**config.mk**
```make
export PLATFORM = sky130hd
export DESIGN_NAME = cache_victim_sel
export DESIGN_NICKNAME = d
export VERILOG_FILES = /design/src/rtl/cvs_pkg.sv /design/src/rtl/cvs_lfsr.sv /design/src/rtl/cvs_set_state.sv /design/src/rtl/cvs_pick.sv /design/src/rtl/cache_victim_sel.sv
export SDC_FILE = /design/constraint.sdc
export NUM_CORES = 1
export LEC_CHECK = 0
export BUFFER_PORTS_ARGS = -buffer_cell sky130_fd_sc_hd__buf_2
export CAP_MARGIN = 10
export CORE_MARGIN = 2
export CORE_UTILIZATION = 30
export CTS_CLUSTER_SIZE = 40
export DETAILED_ROUTE_END_ITERATION = 12
export GPL_TIMING_DRIVEN = 0
export PLACE_DENSITY = 0.51
export SETUP_SLACK_MARGIN = 0.2
export SYNTH_ARGS = -nofsm -noshare
export SYNTH_HDL_FRONTEND = slang
export SYNTH_HIERARCHICAL = 1
export SYNTH_SLANG_ARGS = --single-unit
```
**constraint.sdc**
```tcl
create_clock -name clk_i -period 5.72 [get_ports clk_i]
set_clock_uncertainty 0.2 [all_clocks]
set_input_delay 0.572 -clock clk_i [delete_from_list [all_inputs] [get_ports clk_i]]
set_output_delay 0.572 -clock clk_i [all_outputs]
set_load 0.03 [all_outputs]
```
**src/rtl/cvs_pkg.sv**
```systemverilog
package cvs_pkg;
  typedef enum logic [1:0] {
    POL_LRU  = 2'd0,
    POL_FIFO = 2'd1,
    POL_LFU  = 2'd2,
    POL_RAND = 2'd3
  } policy_e;

  localparam logic [15:0] LFSR_TAPS = 16'hB400;
  localparam logic [15:0] LFSR_SEED = 16'hACE1;
endpackage

```
**src/rtl/cvs_lfsr.sv**
```systemverilog
module cvs_lfsr (
  input  logic        clk_i,
  input  logic        rst_ni,
  output logic [15:0] rnd_o
);
  import cvs_pkg::*;

  logic [15:0] q;

  always_ff @(posedge clk_i or negedge rst_ni) begin
    if (!rst_ni) q <= LFSR_SEED;
    else         q <= {1'b0, q[15:1]} ^ (q[0] ? LFSR_TAPS : 16'h0000);
  end

  assign rnd_o = q;

  p_lfsr_live_r8: assert property (@(posedge clk_i) disable iff (!rst_ni) q != 16'h0000)
    else $error("lfsr locked at zero");
endmodule

```
**src/rtl/cvs_set_state.sv**
```systemverilog
module cvs_set_state #(
  parameter int NUM_WAYS = 4,
  parameter int WAY_W    = 2,
  parameter int CNT_W    = 3
) (
  input  logic                                clk_i,
  input  logic                                rst_ni,
  input  logic                                hit_i,
  input  logic [WAY_W-1:0]                    hit_way_i,
  input  logic                                fill_i,
  input  logic [WAY_W-1:0]                    fill_way_i,
  output logic [NUM_WAYS-1:0]                 valid_o,
  output logic [NUM_WAYS-1:0][WAY_W-1:0]      age_o,
  output logic [NUM_WAYS-1:0][CNT_W-1:0]      cnt_o,
  output logic [WAY_W-1:0]                    ptr_o
);
  localparam logic [WAY_W-1:0] LAST_WAY = WAY_W'(NUM_WAYS - 1);

  logic [NUM_WAYS-1:0]            valid_q;
  logic [NUM_WAYS-1:0][WAY_W-1:0] age_q;
  logic [NUM_WAYS-1:0][CNT_W-1:0] cnt_q;
  logic [WAY_W-1:0]               ptr_q;
  logic                           acc_en;
  logic [WAY_W-1:0]               acc_way;

  // fill takes precedence over a hit to the same set
  assign acc_en  = fill_i | hit_i;
  assign acc_way = fill_i ? fill_way_i : hit_way_i;

  always_ff @(posedge clk_i or negedge rst_ni) begin
    if (!rst_ni) begin
      valid_q <= '0;
      cnt_q   <= '0;
      ptr_q   <= '0;
      for (int i = 0; i < NUM_WAYS; i++) age_q[i] <= WAY_W'(i);
    end else begin
      if (acc_en) begin
        for (int i = 0; i < NUM_WAYS; i++) begin
          if (WAY_W'(i) == acc_way)          age_q[i] <= '0;
          else if (age_q[i] < age_q[acc_way]) age_q[i] <= age_q[i] + 1'b1;
        end
      end
      if (fill_i) begin
        valid_q[fill_way_i] <= 1'b1;
        cnt_q[fill_way_i]   <= '0;
        ptr_q               <= (ptr_q == LAST_WAY) ? '0 : ptr_q + 1'b1;
      end else if (hit_i && (cnt_q[hit_way_i] != {CNT_W{1'b1}})) begin
        cnt_q[hit_way_i] <= cnt_q[hit_way_i] + 1'b1;
      end
    end
  end

  assign valid_o = valid_q;
  assign age_o   = age_q;
  assign cnt_o   = cnt_q;
  assign ptr_o   = ptr_q;

  logic [NUM_WAYS-1:0] oldest;
  always_comb begin
    for (int i = 0; i < NUM_WAYS; i++) oldest[i] = (age_q[i] == LAST_WAY);
  end

  p_one_oldest_r4: assert property (@(posedge clk_i) disable iff (!rst_ni)
    $countones(oldest) == 1) else $error("recency ranks not a permutation");

  for (genvar g = 0; g < NUM_WAYS; g++) begin : g_way_chk
    p_cnt_sat_r7: assert property (@(posedge clk_i) disable iff (!rst_ni)
      (hit_i && !fill_i && hit_way_i == WAY_W'(g) && cnt_q[g] == {CNT_W{1'b1}})
      |=> cnt_q[g] == {CNT_W{1'b1}}) else $error("hit counter wrapped");
    p_fill_reset_r7: assert property (@(posedge clk_i) disable iff (!rst_ni)
      (fill_i && fill_way_i == WAY_W'(g))
      |=> (cnt_q[g] == '0 && valid_q[g] && age_q[g] == '0)) else $error("fill did not renew way");
  end

  if (NUM_WAYS > 1) begin : g_ptr_chk
    p_ptr_moves_r5: assert property (@(posedge clk_i) disable iff (!rst_ni)
      fill_i |=> ptr_q != $past(ptr_q)) else $error("fifo pointer stuck on fill");
  end
endmodule

```
**src/rtl/cvs_pick.sv**
```systemverilog
module cvs_pick #(
  parameter int NUM_WAYS = 4,
  parameter int WAY_W    = 2,
  parameter int CNT_W    = 3
) (
  input  logic [1:0]                      policy_i,
  input  logic [NUM_WAYS-1:0]             valid_i,
  input  logic [NUM_WAYS-1:0][WAY_W-1:0]  age_i,
  input  logic [NUM_WAYS-1:0][CNT_W-1:0]  cnt_i,
  input  logic [WAY_W-1:0]                ptr_i,
  input  logic [15:0]                     rnd_i,
  output logic [WAY_W-1:0]                way_o
);
  import cvs_pkg::*;

  if (NUM_WAYS == 1) begin : g_direct
    assign way_o = '0;
  end else begin : g_assoc
    localparam logic [WAY_W-1:0] LAST_WAY = WAY_W'(NUM_WAYS - 1);
    policy_e          pol;
    logic             found;
    logic [CNT_W-1:0] best;
    logic [WAY_W-1:0] way;

    assign pol = policy_e'(policy_i);

    always_comb begin
      way   = '0;
      found = 1'b0;
      best  = cnt_i[0];
      for (int i = 0; i < NUM_WAYS; i++) begin
        if (!valid_i[i] && !found) begin
          way   = WAY_W'(i);
          found = 1'b1;
        end
      end
      if (!found) begin
        unique case (pol)
          POL_LRU: begin
            for (int i = 0; i < NUM_WAYS; i++)
              if (age_i[i] == LAST_WAY) way = WAY_W'(i);
          end
          POL_FIFO: way = ptr_i;
          POL_LFU: begin
            for (int i = 1; i < NUM_WAYS; i++) begin
              if (cnt_i[i] < best) begin
                best = cnt_i[i];
                way  = WAY_W'(i);
              end
            end
          end
          POL_RAND: way = WAY_W'(rnd_i % 16'(NUM_WAYS));
          default:  way = '0;
        endcase
      end
    end

    assign way_o = way;
  end
endmodule

```
**src/rtl/cache_victim_sel.sv**
```systemverilog
module cache_victim_sel #(
  parameter int NUM_SETS = 8,
  parameter int NUM_WAYS = 4,
  parameter int CNT_W    = 3,
  localparam int SET_W   = (NUM_SETS > 1) ? $clog2(NUM_SETS) : 1,
  localparam int WAY_W   = (NUM_WAYS > 1) ? $clog2(NUM_WAYS) : 1
) (
  input  logic             clk_i,
  input  logic             rst_ni,
  input  logic [1:0]       policy_i,
  input  logic             req_i,
  input  logic [SET_W-1:0] req_set_i,
  input  logic             hit_i,
  input  logic [SET_W-1:0] hit_set_i,
  input  logic [WAY_W-1:0] hit_way_i,
  input  logic             fill_i,
  input  logic [SET_W-1:0] fill_set_i,
  input  logic [WAY_W-1:0] fill_way_i,
  output logic             victim_valid_o,
  output logic [WAY_W-1:0] victim_way_o
);
  logic [NUM_SETS-1:0][NUM_WAYS-1:0]            valid_s;
  logic [NUM_SETS-1:0][NUM_WAYS-1:0][WAY_W-1:0] age_s;
  logic [NUM_SETS-1:0][NUM_WAYS-1:0][CNT_W-1:0] cnt_s;
  logic [NUM_SETS-1:0][WAY_W-1:0]               ptr_s;
  logic [15:0]                                  rnd;
  logic [WAY_W-1:0]                             pick_way;
  logic                                         vld_q;
  logic [WAY_W-1:0]                             way_q;

  for (genvar s = 0; s < NUM_SETS; s++) begin : g_set
    cvs_set_state #(.NUM_WAYS(NUM_WAYS), .WAY_W(WAY_W), .CNT_W(CNT_W)) u_state (
      .clk_i      (clk_i),
      .rst_ni     (rst_ni),
      .hit_i      (hit_i && (hit_set_i == SET_W'(s))),
      .hit_way_i  (hit_way_i),
      .fill_i     (fill_i && (fill_set_i == SET_W'(s))),
      .fill_way_i (fill_way_i),
      .valid_o    (valid_s[s]),
      .age_o      (age_s[s]),
      .cnt_o      (cnt_s[s]),
      .ptr_o      (ptr_s[s])
    );
  end

  cvs_lfsr u_lfsr (
    .clk_i  (clk_i),
    .rst_ni (rst_ni),
    .rnd_o  (rnd)
  );

  cvs_pick #(.NUM_WAYS(NUM_WAYS), .WAY_W(WAY_W), .CNT_W(CNT_W)) u_pick (
    .policy_i (policy_i),
    .valid_i  (valid_s[req_set_i]),
    .age_i    (age_s[req_set_i]),
    .cnt_i    (cnt_s[req_set_i]),
    .ptr_i    (ptr_s[req_set_i]),
    .rnd_i    (rnd),
    .way_o    (pick_way)
  );

  always_ff @(posedge clk_i or negedge rst_ni) begin
    if (!rst_ni) begin
      vld_q <= 1'b0;
      way_q <= '0;
    end else begin
      vld_q <= req_i;
      if (req_i) way_q <= pick_way;
    end
  end

  assign victim_valid_o = vld_q;
  assign victim_way_o   = way_q;

  p_way_in_range_r3: assert property (@(posedge clk_i) disable iff (!rst_ni)
    victim_valid_o |-> (int'(victim_way_o) < NUM_WAYS)) else $error("victim way out of range");
endmodule

```
# Word-level counts from Yosys, hierarchy flattened

Index checks and enable logic that the tools add are counted.

Add/subtract/negate cells: 48
Order comparisons: 48
Eq/ne operators: 61
Multiplexer cells: 173
Bitwise gates (word level): 26
Reduce and logical (&&, ||, !) cells: 117

Operator list:

| cell                                                | number |
|---|---|
| 2-to-1 mux 12 bit                                   | 17 |
| 2-to-1 mux 2 bit                                    | 99 |
| bitwise AND 12 bit                                  | 8 |
| bitwise mux 12 bit                                  | 8 |
| adder 2 x 1 -> 2 bit (second input constant)        | 40 |
| nonzero test 2 bit                                  | 40 |
| < comparator 2 bit                                  | 32 |
| AND reduction 2 bit                                 | 32 |
| binary-select mux 3 bit (select 2 bit)              | 8 |
| 2-to-1 mux 3 bit                                    | 16 |
| binary-select mux 12 bit (select 3 bit)             | 1 |
| binary-select mux 2 bit (select 2 bit)              | 8 |
| equality test 2 bit (first input constant)          | 16 |
| OR 4 bit                                            | 8 |
| < comparator 2 x 3 -> 1 bit (second input constant) | 10 |
| logical AND 1 bit                                   | 29 |
| equality test 2 bit (second input constant)         | 14 |
| adder 3 x 1 -> 3 bit (second input constant)        | 8 |
| binary-select mux 8 bit (select 3 bit)              | 1 |
| equality test 3 bit (second input constant)         | 8 |
| != test 3 bit (second input constant)               | 8 |
| zero test 2 bit                                     | 9 |
| equality test 1 x 2 -> 1 bit (first input constant) | 8 |
| 2-to-1 mux 16 bit                                   | 1 |
| 19 further kinds                                    | 44 |

Bits in registers: 227
Input port bits: 20
Output and inout port bits: 3
Word-level logic and storage cells: 556

# Depth between registers and ports, before layout

Gate-level depths: netlist (run 1).

Depth after elaboration: 20
Mapped depth: 22
Mapped depth without buffers: 20

# Cells and area by module

The synthesis (run 1) kept the hierarchy.

Modules (own cells, without submodules):

| module                               | instances | cells each | area each (µm²) | seq. area each (µm²) |
|---|---|---|---|---|
| cvs_set_state (g_set[1].u_state ...) | 6         | 122        | 1387.6          | 655.6 |
| cache_victim_sel                     | 1         | 124        | 1953.1          | 75.1 |
| cvs_set_state (g_set[0].u_state)     | 1         | 131        | 1396.3          | 655.6 |
| cvs_set_state (g_set[7].u_state)     | 1         | 128        | 1383.8          | 655.6 |
| cvs_lfsr                             | 1         | 19         | 436.7           | 410.4 |
| cvs_pick                             | 1         | 63         | 425.4           | 0.0 |

# Worst setup path before layout (run 1)

Ideal clock, no wire load.

Path type: input-to-reg
Start point: input req_set_i[2]
End point: register way_q[1] (netlist: victim_way_o[1])
Library setup time: 0.065 ns
Arrival time: 4.400 ns
Required time: 5.455 ns
Setup slack: 1.055 ns
Cell stages on the path: 21
Path buffers: 2
Path through: clkbuf_1 > clkbuf_1 > mux4_1 > mux2_2 > ha_1 > nand2_1 > o21ai_0 > mux2i_1 > ha_1 > nand2b_1 > nand2_1 > o31a_2 > nand2_1 > o21ai_0 > ha_1 > a21oi_2 > a22oi_2 > o311a_1 > o2111ai_1 > o2111a_1 > mux2_2

Word-level cells in the longest chain between the ends: 17
Elaborated cells on any way between the ends: 44
Classes of those cells: order compare: 3; eq/ne: 4; mux: 29; reduce/logical: 8

Ends and longest elaborated chain:

| element                                                     | line                   | source |
|---|---|---|
| start: declaration                                          | cache_victim_sel.sv:12 | `input logic [SET_W-1:0] req_set_i,` |
| branches (longest 16 deep; another with < comparator 3 bit) | --                     |  |
| 2-to-1 mux 2 bit *                                          | cvs_pick.sv:37         | `if (!found) begin` |
| via pick_way[1]                                             | cache_victim_sel.sv:27 | `logic [WAY_W-1:0] pick_way;` |
| end signal: assignment                                      | cache_victim_sel.sv:68 | `if (req_i) way_q <= pick_way;` |
| end: declaration                                            | cache_victim_sel.sv:29 | `logic [WAY_W-1:0] way_q;` |

Mark *: on every way through the listed nets, which the timed path passes. The select of a mux whose other input is x is not followed.
A chain may end at the register's enable or synchronous reset.

# Worst setup path in the final report (run 1)

Ends and elaborated chain as after synthesis.

==> out/qor.yml, run 1 <==
yosys:
  synth.distinct_cells: 53
  ys_top_cells_by_area: "dfrtp_1 (34%), mux4_1 (8.9%), dfstp_2 (7.5%), mux4_2 (5.8%), mux2_2 (4.0%)"
  synth_top_area_cell: "dfrtp_1"
  syn_inst: 1197
  synthFlopType: "dfrtp_1"
  synth_area_um2: 13920
  synth_edf_count: 0
  synth_nets: 1249
  yosysTopAreaCellShare: 0.3361
  synth_area_per_cell_um2: 11.63
  async_flop_share: 1.000
  synth.yosys.seq_area_share: 0.4116
  synth_seq_cells: 227
  ys_warn_count: 6
floorplan:
  coreArea_um2: 45580
  start_util: 0.3054
  num_rows: 78
  dieArea_um2: 48140
  io_pins: 23
  die_h_um: 219.4
  die_x_um: 219.4
flow_run:
  max_cap_viol_count: 0
detailed_routing:
  wl_um: 39260
  vias: 10330
  drtAntennaViolNets: 0
  drc_errors: 0
  first_iter_violations: 993
  wire_per_inst_um: 21.00
  dr.pass1.iters: 8
  vias_per_cell: 5.527
global_route:
  antenna_found_initial: 0
  grt_usage: 0.1650
  grt_max_degree: 91
  grt_pass1_vias: 10000
  grt_pass1_wl_um: 60970
  grt_overflow: 0
power:
  p_leak_uw: 0.006504
  power.internal_uw: 3416
  vdd_drop_max_mv: 0.2526
  combinationalPowerShare: 0.242
  p_switching_uw: 1585
  power_frac_seq: 0.440
  power_density_nw_per_um2: 318.8
  clkPwrFrac: 0.318
  switching_share: 0.3169
worst_hold_path:
  hold-path-endpoint: "u_lfsr/rnd_o[2]"
  min_from: "u_lfsr/rnd_o[3]"
  holdPathStages: 0
  min_path_type: "reg -> reg"
placement:
  gp_congestion: 0.8540
  port_buffers: 18
  dpl.hpwl_um: 28690
critical_path:
  worstSetupPathType: "in -> reg"
  crit_fanout: 10
  reg2reg_slack_ns: 0.90
  r2r_end: "victim_way_o[1]"
  crit_required_ns: 6.01
  end_kind: "flip-flop"
  start_kind: "primary input"
  rr_startpoint: "g_set[1].u_state/cnt_o[5]"
  reg2reg_depth: 19
  cp.arrival_ns: 5.54
cts:
  worstSkewPairLatency_ns: 0.55
  path_clk_slew_ns: 0.06
  cts_max_level: 1
  ctsLongestPathBuffers: 3
  cts_made_buffers: 26
  clkSinkCount: 227
  cts_tree: "built"
  cts_setup_buffers: 0
  cts_root_buffer: "clkbuf_16"
cells_and_area:
  area_growth_pct: 12.68
  antenna_cells: 0
  fin_nets: 1301
  drive_gt1_frac: 0.2120
sta:
  drv_slew: 0
  worst_pin_slew_ns: 0.9262
  period_share: 0.9174
  holdWs_ns: 0.1465
  post-route-min-period_ns: 5.248
  hold_viol_final: 0
  setup_tns_ns: 0
  rsz0062_at_grt: "false"
  max_freq_mhz: 190.6
  setup_viol: 0
  maxSlewHeadroom: 0.3778
outcome:
  outcome: "completed"
[cell usage in the layout, fill, tap and decap left out, types with 36 or more instances in the layout]
cell type  count
dfrtp_1      187
mux4_2        36
dfstp_2       40
mux4_1        47
nor2_1        75
mux2i_1       38
nand3_1       65
mux2_2        50
o21ai_0       60
inv_1         72
nand2b_1      59
nand2_1       69
a31oi_1       49
[cell families (layout without fill, tap and decap cells)]
family          count (synthesis)  count (layout)  synth area share
buf+inv                       126             198           0.04278
xor+xnor                        3               3          0.001888
flops                         227             227            0.4116
fa+ha+maj                      32              32           0.02876
compound gates                243             243            0.1242
simple gates                  368             368            0.1387
mux                           198             198            0.2520
[metal layers]
layer	wire length [um]	GRT usage
met2	18300	0.2672
met1	17990	0.2314
met4	987	0.04775
met3	1982	0.01996
met5	0	0
[registers in the layout, summed over array words and instances (netlist names)]
name	flops
g_set.u_state/ptr_o	16
u_lfsr/rnd_o	16
g_set.u_state/age_o	64
g_set.u_state/cnt_o	96
g_set.u_state/valid_o	32
victim_way_o	2
victim_valid_o	1
[stage by stage]
step / utilization / std cells / worst slack (ns) / cell area [um^2] / power, uW
final: 0.3442 / 1869 / 0.4724 / 15690 / 5001
after detailed placement: 0.3258 / 1818 / -0.2173 / 14850 / 3428
after CTS: 0.3437 / 1868 / 0.3560 / 15660 / 5051
after floorplan: - / 1197 / 1.055 / 13920 / 2984
after global placement: 0.3239 / 1815 / -0.4123 / 14760 / 3401
after global routing: 0.3442 / 1869 / 0.2012 / 15690 / 5295
[how the worst max path moves through the flow]
| stage | to | cells past startpoint | startpoint |
|---|---|---|---|
| final | victim_way_o[1] | 21 | req_set_i[2] |
| after global routing | victim_way_o[1] | 21 | req_set_i[2] |
| after CTS | victim_way_o[1] | 21 | req_set_i[2] |
| after detailed placement | victim_way_o[1] | 21 | req_set_i[2] |
| after global placement | g_set[7].u_state/cnt_o[7] | 1 | rst_ni |
| after floorplan | victim_way_o[1] | 21 | req_set_i[2] |
[worst max-delay path: stages]
cell and delay, ns:
clkbuf_1 0.54, clkbuf_2 0.44, mux4_1 0.40, mux2_2 0.31, ha_1 0.34, nand2_1 0.07, o21ai_0 0.31, mux2i_1 0.18
ha_1 0.22, nand2b_1 0.12, nand2_1 0.08, o31a_2 0.38, nand2_1 0.07, o21ai_0 0.08, ha_1 0.21, a21oi_2 0.16
a22oi_2 0.06, o311a_1 0.33, o2111ai_1 0.18, o2111a_1 0.29, mux2_2 0.17
[cell usage after synthesis (all sizes together), types with 3 or more instances]
master / number
inv: 72
and2b: 6
nand2: 69
mux2: 52
clkbuf: 24
dfrtp: 187
o2bb2ai: 16
nor3: 11
nand2b: 59
a32o: 28
nor4: 6
dfstp: 40
nand3: 65
nor2b: 21
buf: 30
a222oi: 32
nor2: 75
xor2: 3
ha: 32
nand3b: 23
a31oi: 49
o21ai: 79
mux2i: 63
or2: 15
nand4bb: 6
a21oi: 24
mux4: 83
nor3b: 10
[power groups by stage]
stage               clock (uW)  sequential [uW]  combinational (uW)
CTS                       1640             2200                1210
global route              1720             2240                1330
global placement             0             2230                1170
finish                    1590             2200                1210
floorplan                    0             2090                 890
detailed placement           0             2230                1200
[final cells by class]
class                           count  area [um^2]
Multi-Input combinational cell    844         7595
Clock buffer                       39        750.7
Tap cell                          600        750.7
Inverter                           72        270.3
Buffer                             54        329.1
Fill cell                        4452        29890
Clock inverter                      9        45.04
Timing Repair Buffer               24        215.2
Sequential cell                   227         5731
[repair_timing]
item / 4_1_cts / 5_1_grt
gates resized for setup: 0 / 6
setup endpoints to repair: 0 / 2
hold endpoints to repair: 32 / 0
hold buffers: 2 / 0
Note: power is estimated with default switching activity, not from simulation.
==> run 2: changes to the inputs <==
--- a/config.mk
+++ b/config.mk
@@ -5,7 +5,8 @@
 export SDC_FILE = /design/constraint.sdc
 export NUM_CORES = 1
 export LEC_CHECK = 0
-export BUFFER_PORTS_ARGS = -buffer_cell sky130_fd_sc_hd__buf_2
+export ABC_CLOCK_PERIOD_IN_PS = 5720
+export BUFFER_PORTS_ARGS = -buffer_cell sky130_fd_sc_hd__buf_4
 export CAP_MARGIN = 10
 export CORE_MARGIN = 2
 export CORE_UTILIZATION = 30
==> constraint.sdc (replaced) <==
create_clock -name clk_i -period 5.72 [get_ports clk_i]
set_clock_uncertainty 0.2 [all_clocks]
set_input_delay 0.858 -clock clk_i [delete_from_list [all_inputs] [get_ports clk_i]]
set_output_delay 0.858 -clock clk_i [all_outputs]
set_load 0.03 [all_outputs]
==> run 2 against run 1 <==
Effect of this change:
- design area grew 1.1%
- clock power grew 18%
- cell count shrank 0.16%
- count of clock-buffer cells in the layout shrank 1
- flip-flop and latch count is the same
- non-clock buffer count shrank 4
- core utilization grew 0.36 points
==> out/qor.yml, run 2 (synthesized netlist as in run 1, its figures left out) <==
floorplan:
  dieArea_um2: 48140  # unchanged
  io_pins: 23  # unchanged
  start_util: 0.3054  # unchanged
  coreArea_um2: 45580  # unchanged
  die_h_um: 219.4  # unchanged
  num_rows: 78  # unchanged
  die_x_um: 219.4  # unchanged
critical_path:
  worstSetupPathType: "in -> reg"
  crit_family: "compound AO/OA/AOI/OAI gates"
  crit_buf_inv: 2  # unchanged
  critPathSlowestCell: "mux4_1"
  end_kind: "flip-flop"
  cpMostUsedCell: "ha_1"
  cp.arrival_ns: 5.49  # -0.05 ns
  reg2reg_slack_ns: 0.85  # -0.05 ns
  path_cells: "clkbuf_2 > clkbuf_2 > mux4_1 > mux2_2 > ha_1 > nand2_1 > o21ai_0 > mux2i_1 > ha_1 > nor2_1 > o21bai_1 > o31a_2 > o21ai_0 > ha_1 > a21oi_2 > a22oi_2 > o311a_1 > o2111ai_1 > o2111a_1 > mux2_2"
  crit_fanout: 10  # unchanged
  r2r_end: "victim_way_o[1]"
  slowest_delay_ns: 0.39  # -0.15 ns
  rr_startpoint: "g_set[1].u_state/cnt_o[5]"
  crit_required_ns: 6.00  # about the same
  start_kind: "primary input"
  reg2reg_depth: 18  # -1
  startpoint: "req_set_i[2]"
placement:
  place_ws_ns: -0.4490  # -0.2317 ns
  port_buffers: 18  # unchanged
  gp_congestion: 0.8493  # -0.55%
  dpl.hpwl_um: 28410  # -0.96%
  dpl.cell_count: 1817  # -0.055%
sta:
  hold_viol_final: 0  # unchanged
  rsz0062_at_grt: "false"
  setup_viol: 0  # unchanged
  drv_slew: 0  # unchanged
  worst_pin_slew_ns: 0.8198  # -0.1064 ns
  maxSlewHeadroom: 0.4492  # +0.07145
  worst_slack_ns: 0.5137  # +0.04139 ns
  max_freq_mhz: 192.1  # +0.80%
  period_share: 0.9102  # -0.007236
  post-route-min-period_ns: 5.206  # -0.04139 ns
cts:
  holdBufCountCts: 0  # -2
  ctsLongestPathBuffers: 3  # unchanged
  path_clk_slew_ns: 0.06  # about the same
  worstSkewPairLatency_ns: 0.55  # about the same
  cts_made_buffers: 27  # +3.8%
  cts_root_buffer: "clkbuf_16"
  clkSinkCount: 227  # unchanged
  cts_tree: "built"
  cts_max_level: 1  # unchanged
detailed_routing:
  drc_errors: 0  # unchanged
  vias: 10310  # -0.16%
  wire_per_inst_um: 21.06  # +0.28%
  dr.pass1.iters: 6  # -2
  drtAntennaViolNets: 0  # unchanged
  first_iter_violations: 1015  # +2.2%
  wl_um: 39300  # +0.12%
  vias_per_cell: 5.527  # about the same
cells_and_area:
  layout_common_cells: "dfrtp_1 (187), nor2_1 (75), inv_1 (72), nand2_1 (69), nand3_1 (65)"
  final_cells: 1866  # -0.16%
  final_common_cell: "dfrtp_1"
  fin_nets: 1298  # -0.23%
  drive_gt1_frac: 0.2196  # +0.007611
  area_growth_pct: 13.87
  largest_reg_flops: 96  # unchanged
  antenna_cells: 0  # unchanged
worst_hold_path:
  min_path_type: "in -> async"
power:
  vdd_drop_max_mv: 0.2689  # +6.5%
  power_density_nw_per_um2: 334.1  # +4.8%
  p_leak_uw: 0.006586  # +1.3%
global_route:
  grt_pass1_wl_um: 62270  # +2.1%
  grt_pass1_vias: 10150  # +1.5%
  antenna_found_initial: 0  # unchanged
  grt_usage: 0.1678  # +0.002864
  grt_max_degree: 107  # +18%
  grt_overflow: 0  # unchanged
outcome:
  outcome: "completed"
flow_run:
  max_cap_viol_count: 0  # unchanged
run 2: cell count changes in the layout (fill, tap and decap cells not counted), moves of 3 or more:
| cell | change |
|---|---|
| clkbuf_1 | -9 |
| clkbuf_8 | +7 |
| buf_2 | -17 |
| buf_4 | +17 |
| bufinv_16 | +4 |
| clkinv_2 | -3 |
run 2: report_power, final:
group	switching [uW]	internal (uW)	total, uW
Combinational	600	614	1210
Sequential	304	1900	2200
Clock	709	1170	1880
run 2: final cells by class:
| class | instances | area, um^2 |
|---|---|---|
| plain buffers | 54 | 331.6 |
| clock buffers | 38 | 817.0 |
| clock inverters | 11 | 158.9 |
| fillers | 4401 | 29720 |
| inverters | 72 | 270.3 |
| multi-input cells | 844 | 7595 |
| flip-flops and latches | 227 | 5731 |
| well taps | 600 | 750.7 |
| repair buffers | 20 | 197.7 |
run 2: how the worst max path moves through the flow:
stage,endpoint,slack (ns),cells past startpoint
floorplan,victim_way_o[1],0.77,21
global placement,victim_way_o[1],-0.41,21
detailed placement,victim_way_o[1],-0.45,20
CTS,victim_way_o[1],0.20,20
global route,victim_way_o[1],0.29,21
finish,victim_way_o[1],0.51,20
run 2: repair_timing:
action	4_1_cts	5_1_grt
gates resized for setup	2	5
buffers inserted	0	0
setup endpoints to repair	2	2
run 2: metal layers:
metal  wire (um)  GRT usage  vias to the layer above
li1            -          -                     4728
met1       18140     0.2404                     5239
met2       18480     0.2707                      291
met3        1691    0.01428                       55
met4         995    0.04797                        0
met5           0          0                        -
run 2: stage by stage:
stage	power, uW	util	area, um^2	TNS, ns	hold slack (ns)
finish	5296	0.3478	15850	0	0.01350
global route	5596	0.3478	15850	0	0.03521
CTS	5341	0.3477	15850	0	0.01544
detailed placement	3435	0.3263	14870	-0.8435	0.1363
global placement	3406	0.3249	14810	-0.8093	0.1331
floorplan	2984	-	13920	0	0.1312
run 2: worst register-to-register path, delay by kind of cell, from the launching register on:
family | cells | cell delay (ns)
AO/OA/AOI/OAI | 9 | 1.93
multiplexers | 4 | 1.37
adder cells (fa/ha/maj) | 3 | 0.77
flip-flops | 1 | 0.43
AND/OR/NAND/NOR | 2 | 0.11
